## config.mk

```make
export PLATFORM = sky130hd
export DESIGN_NAME = cseq_exec
export DESIGN_NICKNAME = d
export VERILOG_FILES = /design/src/rtl/cseq_pkg.sv /design/src/rtl/cseq_credit.sv /design/src/rtl/cseq_wdog.sv /design/src/rtl/cseq_fsm.sv /design/src/rtl/cseq_exec.sv
export SDC_FILE = /design/constraint.sdc
export NUM_CORES = 1
export LEC_CHECK = 0
export ABC_AREA = 1
export ABC_CLOCK_PERIOD_IN_PS = 3250
export BUFFER_PORTS_ARGS = -buffer_cell sky130_fd_sc_hd__clkbuf_2
export CAP_MARGIN = 20
export CORE_ASPECT_RATIO = 1.25
export CORE_MARGIN = 2
export CORE_UTILIZATION = 30
export DETAILED_ROUTE_END_ITERATION = 12
export GPL_TIMING_DRIVEN = 0
export PLACE_DENSITY = 0.48
export SLEW_MARGIN = 20
export SYNTH_ARGS = -nofsm -noshare
export SYNTH_HDL_FRONTEND = slang
export SYNTH_SLANG_ARGS = --single-unit
```

## constraint.sdc

```tcl
create_clock -name clk -period 3.25 [get_ports clk]
set_clock_uncertainty 0.15 [all_clocks]
set_input_delay 0.65 -clock clk [delete_from_list [all_inputs] [get_ports clk]]
set_output_delay 0.65 -clock clk [all_outputs]
set_load 0.02 [all_outputs]
```

## src/rtl/cseq_pkg.sv

```systemverilog
// Package: shared opcodes and controller state encoding for the command sequencer.
// Assumes 8-bit command bytes; the state field is 2 bits wide so one code is unused.
package cseq_pkg;
    localparam int CMD_W = 8;
    localparam logic [CMD_W-1:0] OP_ACQ  = 8'h5A;
    localparam logic [CMD_W-1:0] OP_REL  = 8'hA5;
    localparam logic [CMD_W-1:0] OP_IDLE = 8'h00;

    typedef enum logic [1:0] {
        ST_FETCH = 2'd0,
        ST_STALL = 2'd1,
        ST_GRANT = 2'd2
    } seq_state_t;
endpackage

```

## src/rtl/cseq_credit.sv

```systemverilog
// Module: signed doorbell credit counter.
// Software adds a signed delta and hardware subtracts one per spent credit.
// Both may happen in one cycle. Wraps modulo 2**CNT_W.
module cseq_credit #(
    parameter int CNT_W = 8
) (
    input  logic             clk,
    input  logic             rst_n,
    input  logic             sw_wr,
    input  logic [CNT_W-1:0] sw_delta,
    input  logic             hw_take,
    output logic [CNT_W-1:0] count,
    output logic             has_credit
);
    logic [CNT_W-1:0] add_term;
    logic [CNT_W-1:0] sub_term;

    // Select the terms that apply this cycle.
    always_comb begin
        add_term = sw_wr ? sw_delta : '0;
        sub_term = hw_take ? CNT_W'(1) : '0;
    end

    // Update the count with both terms at once.
    always_ff @(posedge clk) begin
        if (!rst_n) count <= '0;
        else        count <= count + add_term - sub_term;
    end

    // A credit exists when the signed count is strictly positive.
    assign has_credit = ($signed(count) > 0);
endmodule

```

## src/rtl/cseq_wdog.sv

```systemverilog
// Module: grant-wait watchdog.
// Reloads on every popped command and counts the cycles spent waiting while active.
// The sticky flag sets when the count reaches the programmed limit; a limit of 0 disables it.
module cseq_wdog #(
    parameter int WD_W = 16
) (
    input  logic            clk,
    input  logic            rst_n,
    input  logic            reload,
    input  logic            active,
    input  logic [WD_W-1:0] limit,
    output logic            expired
);
    localparam logic [WD_W-1:0] WD_MAX = '1;
    logic [WD_W-1:0] wcnt;

    // Count the waiting cycles, saturating at the top value.
    always_ff @(posedge clk) begin
        if (!rst_n || reload)             wcnt <= '0;
        else if (active && wcnt != WD_MAX) wcnt <= wcnt + 1'b1;
    end

    // Latch expiry until reset.
    always_ff @(posedge clk) begin
        if (!rst_n)
            expired <= 1'b0;
        else if (active && !reload && limit != '0 && wcnt >= limit)
            expired <= 1'b1;
    end

    // once set the flag holds
    p_wdog_sticky_r10: assert property (@(posedge clk) disable iff (!rst_n)
        expired |=> expired);
endmodule

```

## src/rtl/cseq_fsm.sv

```systemverilog
// Module: command fetch controller.
// Takes bytes from the queue head, gates acquires on credit, waits for the grant,
// and tracks the open sequence. Assumes the queue only changes its head through cmd_pop.
module cseq_fsm
    import cseq_pkg::*;
(
    input  logic             clk,
    input  logic             rst_n,
    input  logic             cmd_valid,
    input  logic [CMD_W-1:0] cmd_byte,
    input  logic             exec_dis,
    input  logic             has_credit,
    input  logic             bus_gnt,
    output logic             cmd_pop,
    output logic             take_credit,
    output logic             granting,
    output logic             bus_req,
    output logic             stalled,
    output logic             idle,
    output logic             op_valid,
    output logic [CMD_W-1:0] op_byte,
    output logic             sm_bad
);
    seq_state_t state, state_nx;
    logic       bad_hit;
    logic       rel_pop;

    // Decide next state and the pop for this cycle.
    always_comb begin
        state_nx    = state;
        cmd_pop     = 1'b0;
        take_credit = 1'b0;
        rel_pop     = 1'b0;
        op_valid    = 1'b0;
        bad_hit     = 1'b0;
        case (state)
            ST_FETCH: begin
                if (cmd_valid && !exec_dis) begin
                    if (cmd_byte == OP_ACQ) begin
                        if (has_credit) begin
                            cmd_pop     = 1'b1;
                            take_credit = 1'b1;
                            state_nx    = ST_GRANT;
                        end else begin
                            state_nx    = ST_STALL;
                        end
                    end else begin
                        cmd_pop  = 1'b1;
                        rel_pop  = (cmd_byte == OP_REL);
                        op_valid = (cmd_byte != OP_REL) && (cmd_byte != OP_IDLE);
                    end
                end
            end
            ST_STALL: begin
                if (has_credit) begin
                    cmd_pop     = 1'b1;
                    take_credit = 1'b1;
                    state_nx    = ST_GRANT;
                end
            end
            ST_GRANT: begin
                if (bus_gnt) state_nx = ST_FETCH;
            end
            default: begin
                bad_hit  = 1'b1;
                state_nx = ST_FETCH;
            end
        endcase
    end

    // Advance the controller state.
    always_ff @(posedge clk) begin
        if (!rst_n) state <= ST_FETCH;
        else        state <= state_nx;
    end

    // Hold the bus request from acquire pop to release pop.
    always_ff @(posedge clk) begin
        if (!rst_n)           bus_req <= 1'b0;
        else if (take_credit) bus_req <= 1'b1;
        else if (rel_pop)     bus_req <= 1'b0;
    end

    // Latch any visit to the unused state code.
    always_ff @(posedge clk) begin
        if (!rst_n)       sm_bad <= 1'b0;
        else if (bad_hit) sm_bad <= 1'b1;
    end

    assign op_byte  = cmd_byte;
    assign stalled  = (state == ST_STALL);
    assign granting = (state == ST_GRANT);
    assign idle     = (state == ST_FETCH) && !bus_req && !cmd_valid;

    // nothing is popped while the grant is outstanding
    p_hold_for_grant_r7: assert property (@(posedge clk) disable iff (!rst_n)
        (granting && !bus_gnt) |=> !cmd_pop);
    // request stays up until a release byte leaves the queue
    p_req_until_rel_r3: assert property (@(posedge clk) disable iff (!rst_n)
        (bus_req && !(cmd_pop && cmd_byte == OP_REL)) |=> bus_req);
    // disable blocks fetching from the fetch state
    p_dis_blocks_r8: assert property (@(posedge clk) disable iff (!rst_n)
        (exec_dis && state == ST_FETCH) |-> !cmd_pop);
endmodule

```

## src/rtl/cseq_exec.sv

```systemverilog
// Module: top of the credit-gated command sequencer.
// Joins the credit counter, the fetch controller and the grant watchdog.
// Assumes the queue presents its head combinationally and pops on the clock edge.
module cseq_exec
    import cseq_pkg::*;
#(
    parameter int CNT_W = 8,
    parameter int WD_W  = 16
) (
    input  logic             clk,
    input  logic             rst_n,
    input  logic             cmd_valid,
    input  logic [CMD_W-1:0] cmd_byte,
    output logic             cmd_pop,
    input  logic             db_wr,
    input  logic [CNT_W-1:0] db_wdata,
    output logic [CNT_W-1:0] db_count,
    input  logic             exec_dis,
    output logic             bus_req,
    input  logic             bus_gnt,
    input  logic [WD_W-1:0]  wdog_limit,
    output logic             op_valid,
    output logic [CMD_W-1:0] op_byte,
    output logic             seq_stalled,
    output logic             seq_idle,
    output logic             wdog_err,
    output logic             sm_bad
);
    logic has_credit;
    logic take_credit;
    logic granting;

    cseq_credit #(.CNT_W(CNT_W)) u_credit (
        .clk        (clk),
        .rst_n      (rst_n),
        .sw_wr      (db_wr),
        .sw_delta   (db_wdata),
        .hw_take    (take_credit),
        .count      (db_count),
        .has_credit (has_credit)
    );

    cseq_fsm u_fsm (
        .clk         (clk),
        .rst_n       (rst_n),
        .cmd_valid   (cmd_valid),
        .cmd_byte    (cmd_byte),
        .exec_dis    (exec_dis),
        .has_credit  (has_credit),
        .bus_gnt     (bus_gnt),
        .cmd_pop     (cmd_pop),
        .take_credit (take_credit),
        .granting    (granting),
        .bus_req     (bus_req),
        .stalled     (seq_stalled),
        .idle        (seq_idle),
        .op_valid    (op_valid),
        .op_byte     (op_byte),
        .sm_bad      (sm_bad)
    );

    cseq_wdog #(.WD_W(WD_W)) u_wdog (
        .clk     (clk),
        .rst_n   (rst_n),
        .reload  (cmd_pop),
        .active  (granting && !bus_gnt),
        .limit   (wdog_limit),
        .expired (wdog_err)
    );

    // a stalled acquire without credit is never popped
    p_stall_no_pop_r4: assert property (@(posedge clk) disable iff (!rst_n)
        (seq_stalled && $signed(db_count) <= 0) |-> !cmd_pop);
    // acquire pop without a write lowers the count by one
    p_acq_dec_r3: assert property (@(posedge clk) disable iff (!rst_n)
        (cmd_pop && cmd_byte == OP_ACQ && !db_wr) |=>
        (db_count == CNT_W'($past(db_count) - 1'b1)));
    // write and spend on the same edge both apply
    p_sum_both_r6: assert property (@(posedge clk) disable iff (!rst_n)
        (cmd_pop && cmd_byte == OP_ACQ && db_wr) |=>
        (db_count == CNT_W'($past(db_count) + $past(db_wdata) - 1'b1)));
    // idle never reported with bytes waiting
    p_idle_empty_r9: assert property (@(posedge clk) disable iff (!rst_n)
        seq_idle |-> (!cmd_valid && !bus_req));
endmodule

```

==> run_results.csv <==
group,metric,value,unit
cells_and_area,nNetsFinal,505,
cells_and_area,area_growth_syn_to_layout,21.09,%
clock_tree,cts_root_buf,"clkbuf_8",
die,initial_core_util,30.77,%
drt,routed_via_density,4.497,
place,place_hpwl,4.903,mm
flow_run,maxCapViolations,0,
clock_tree,cts_made_buffers,5,
status,status,"finished, final reports clean",
die,die-height,106.5,um
cells_and_area,fillCellCount,908,
synth,synth_area_per_cell,6.814,sq um
die,core_region_area,8194,sq um
clock_tree,cts.path.max_buffers,2,
setup_path,crit_path_end_kind,"register",
drt,drt_iter0_drc,74,
global_route,grt_usage,13.76,%
timing,drv_slew,0,
timing,max_freq,0.3324,GHz
timing,period_share,92.57,%
place,place_area,2933,sq um
die,die_area,9158,sq um
clock_tree,clkTransAtPathRegs,70,ps
place,routabilityCongestion,0.8035,
timing,tightest_slew,511.2,ps
drt,wire_per_inst,10.96,um
drt,drc_errors,0,
timing,fin_crit,3009,ps
die,boundaryPins,61,
synth,synth.largest_area_cell,"dfxtp_1",
timing,hold_viol,0,
setup_path,cp-start-kind,"primary input",
clock_tree,cts_tree,"done",
synth,ys_types,33,
synth,syn_nets,440,
worst_hold_path,hold_class,"register to register",
cells_and_area,final_area,3053,sq um
drt,drt_first_pass_iters,4,
setup_path,crit_type,"primary input to register",
cells_and_area,antenna_cells,0,
synth,syn_area,2521,sq um
die,num_rows,37,
clock_tree,post_cts_buffers,0,
synth,synthCells,370,
setup_path,cp_max_fo,3,
power,power,1.408,mW
setup_path,crit_required,3270,ps
synth,synth_area_leaders,"dfxtp_1, ha_1, nand2_1",
synth,synth_top_area_share,23.03,%
clock_tree,clock_sinks,29,
drt,num_vias,2397,
global_route,grt_pass1_vias,2368,
synth,yosys_warnings,0,
drt,routed_wl,5.840,mm
drt,ant_nets,0,
timing,rsz0062_at_grt,"false",
power,ir_worst_vdd,415.2,uV
global_route,antenna_found_initial,0,
synth,ys_ff_latch,29,
clock_tree,h-tree-depth,2,
global_route,grt-ovfl-total,0,
timing,setup_viol,0,
setup_path,cp_data_arrival_time,3030,ps
cells_and_area,layout-drive-gt1-share,25.00,%
die,die-width,86.00,um
synth,ys_seq_area_share,23.03,%
power,power_density,461.3,nW/um^2
global_route,grt_pass1_wl,10.15,mm
global_route,grt_max_degree,11,
power,p_leak,1.516,nW
timing,slew_headroom,65.92,%
clock_tree,clock_latency,280,ps
place,io_buffers,58,
report_power, final:
group          switching (mW)  internal, mW
sequential             0.0227         0.392
combinational           0.368         0.232
clock                   0.143         0.250
area by class of cell:
| class | instances | area (sq um) | area share, % |
|---|---|---|---|
| Buffer | 13 | 105.1 | 3.443 |
| Clock buffer | 7 | 86.33 | 2.828 |
| Clock inverter | 1 | 30.03 | 0.9836 |
| Inverter | 73 | 276.5 | 9.057 |
| Multi-Input combinational cell | 255 | 1563 | 51.19 |
| Sequential cell | 29 | 580.6 | 19.02 |
| Tap cell | 97 | 121.4 | 3.975 |
| Timing Repair Buffer | 58 | 290.3 | 9.508 |
metrics by stage:
| step | hold slack, ps | std cells | util [%] | setup WS, ps | setup TNS (ps) |
|---|---|---|---|---|---|
| floorplan | 327.4 | 370 | - | 262.4 | 0 |
| global placement | 291.2 | 525 | 35.79 | -162.3 | -162.3 |
| detailed placement | 295.2 | 525 | 35.79 | -176.2 | -176.2 |
| CTS | 306.5 | 533 | 37.21 | 123.2 | 0 |
| global route | 316.6 | 533 | 37.26 | 7.170 | 0 |
| finish | 301.8 | 533 | 37.26 | 241.3 | 0 |
path summary, 6_finish.rpt:
path | start | to | slack (ps) | depth (start not counted)
setup / recovery | cmd_byte[1] | u_credit.count[6]$_SDFF_PN0_ | 240 | 20
hold / removal | u_wdog.expired$_SDFFE_PN0P_ | u_wdog.expired$_SDFFE_PN0P_ | 300 | 2
setup reg to reg | u_credit.count[5]$_SDFF_PN0_ | u_credit.count[6]$_SDFF_PN0_ | 350 | 19
hold reg to reg | u_wdog.expired$_SDFFE_PN0P_ | u_wdog.expired$_SDFFE_PN0P_ | 300 | 2
layout by cell type (no fill, tap or decap), types with 2 or more instances in the layout:
cell type,count
buf_4,9
nor2_1,37
o21ai_0,5
nor3_2,3
inv_2,4
xnor2_1,5
xor2_1,6
buf_8,2
o21bai_1,2
nor3_1,10
nand3_1,21
clkbuf_1,3
a21oi_2,12
o21ai_2,3
nand2_2,5
dfxtp_1,29
inv_1,68
nand2_1,73
nand2_4,2
nand4_1,8
clkbuf_2,58
clkbuf_8,6
a21oi_1,21
ha_1,31
a21o_1,2
logic make-up (layout without fill, tap and decap cells):
| family | after synthesis | count (layout) | share of synthesized area, % |
|---|---|---|---|
| and+or+nand+nor | 164 | 164 | 29.63 |
| AOI/OAI and AO/OA | 48 | 48 | 12.21 |
| DFF | 29 | 29 | 23.03 |
| adders and majority gates | 32 | 32 | 16.18 |
| xor gates and xnor gates | 11 | 11 | 3.821 |
| buffers and inverters | 86 | 152 | 15.14 |
flip-flops by register name, indices dropped and copies added (netlist names):
register        cells
u_fsm.state         2
u_fsm.sm_bad        1
u_fsm.bus_req       1
u_wdog.expired      1
u_wdog.wcnt        16
u_credit.count      8
worst max-delay path, cell delays in order:
cell and delay [ps]:
clkbuf_2 90, inv_1 40, nor3_1 210, nand2_1 110
nor2_1 170, o21ai_2 100, inv_1 70, ha_1 220
inv_1 60, ha_1 160, inv_1 50, fa_1 350
inv_1 100, nand3_1 70, nand2_1 130, a21oi_1 80
nor2_1 130, nor2_1 60, o21ai_0 140, nor2_1 50
Yosys cell counts:
library cell,count
inv_4,1
buf_4,9
nand3_2,1
a21oi_2,12
a21o_1,2
dfxtp_1,29
o21ai_2,2
o211ai_1,1
nor4_1,1
nor3_4,1
xnor2_1,5
nand2_1,73
buf_8,2
ha_1,31
nor2_2,1
and2_1,1
inv_1,68
fa_1,1
nand3_1,21
o21bai_1,2
inv_2,4
nor3_1,10
o21ai_1,1
o21ai_0,6
nor3_2,3
nand4_1,8
clkbuf_1,2
nor2_1,37
nand2_2,5
xor2_1,6
nand2_4,2
a211oi_1,1
a21oi_1,21
timing repair:
item / CTS / global route
resized for setup: 0 / 2
endpoints found under the setup margin: 0 / 1
hold buffers: 0 / 0
per-layer routing:
metal  share of wire [%]  up-vias  global-route usage, %
met5                   0        -                      0
met4                0.74        0                  3.741
met3                 2.7        4                  2.562
met2                  51       39                  25.64
met1                  45     1053                  15.69
li1                    -     1301                      -
(Power assumes the default switching activity.)
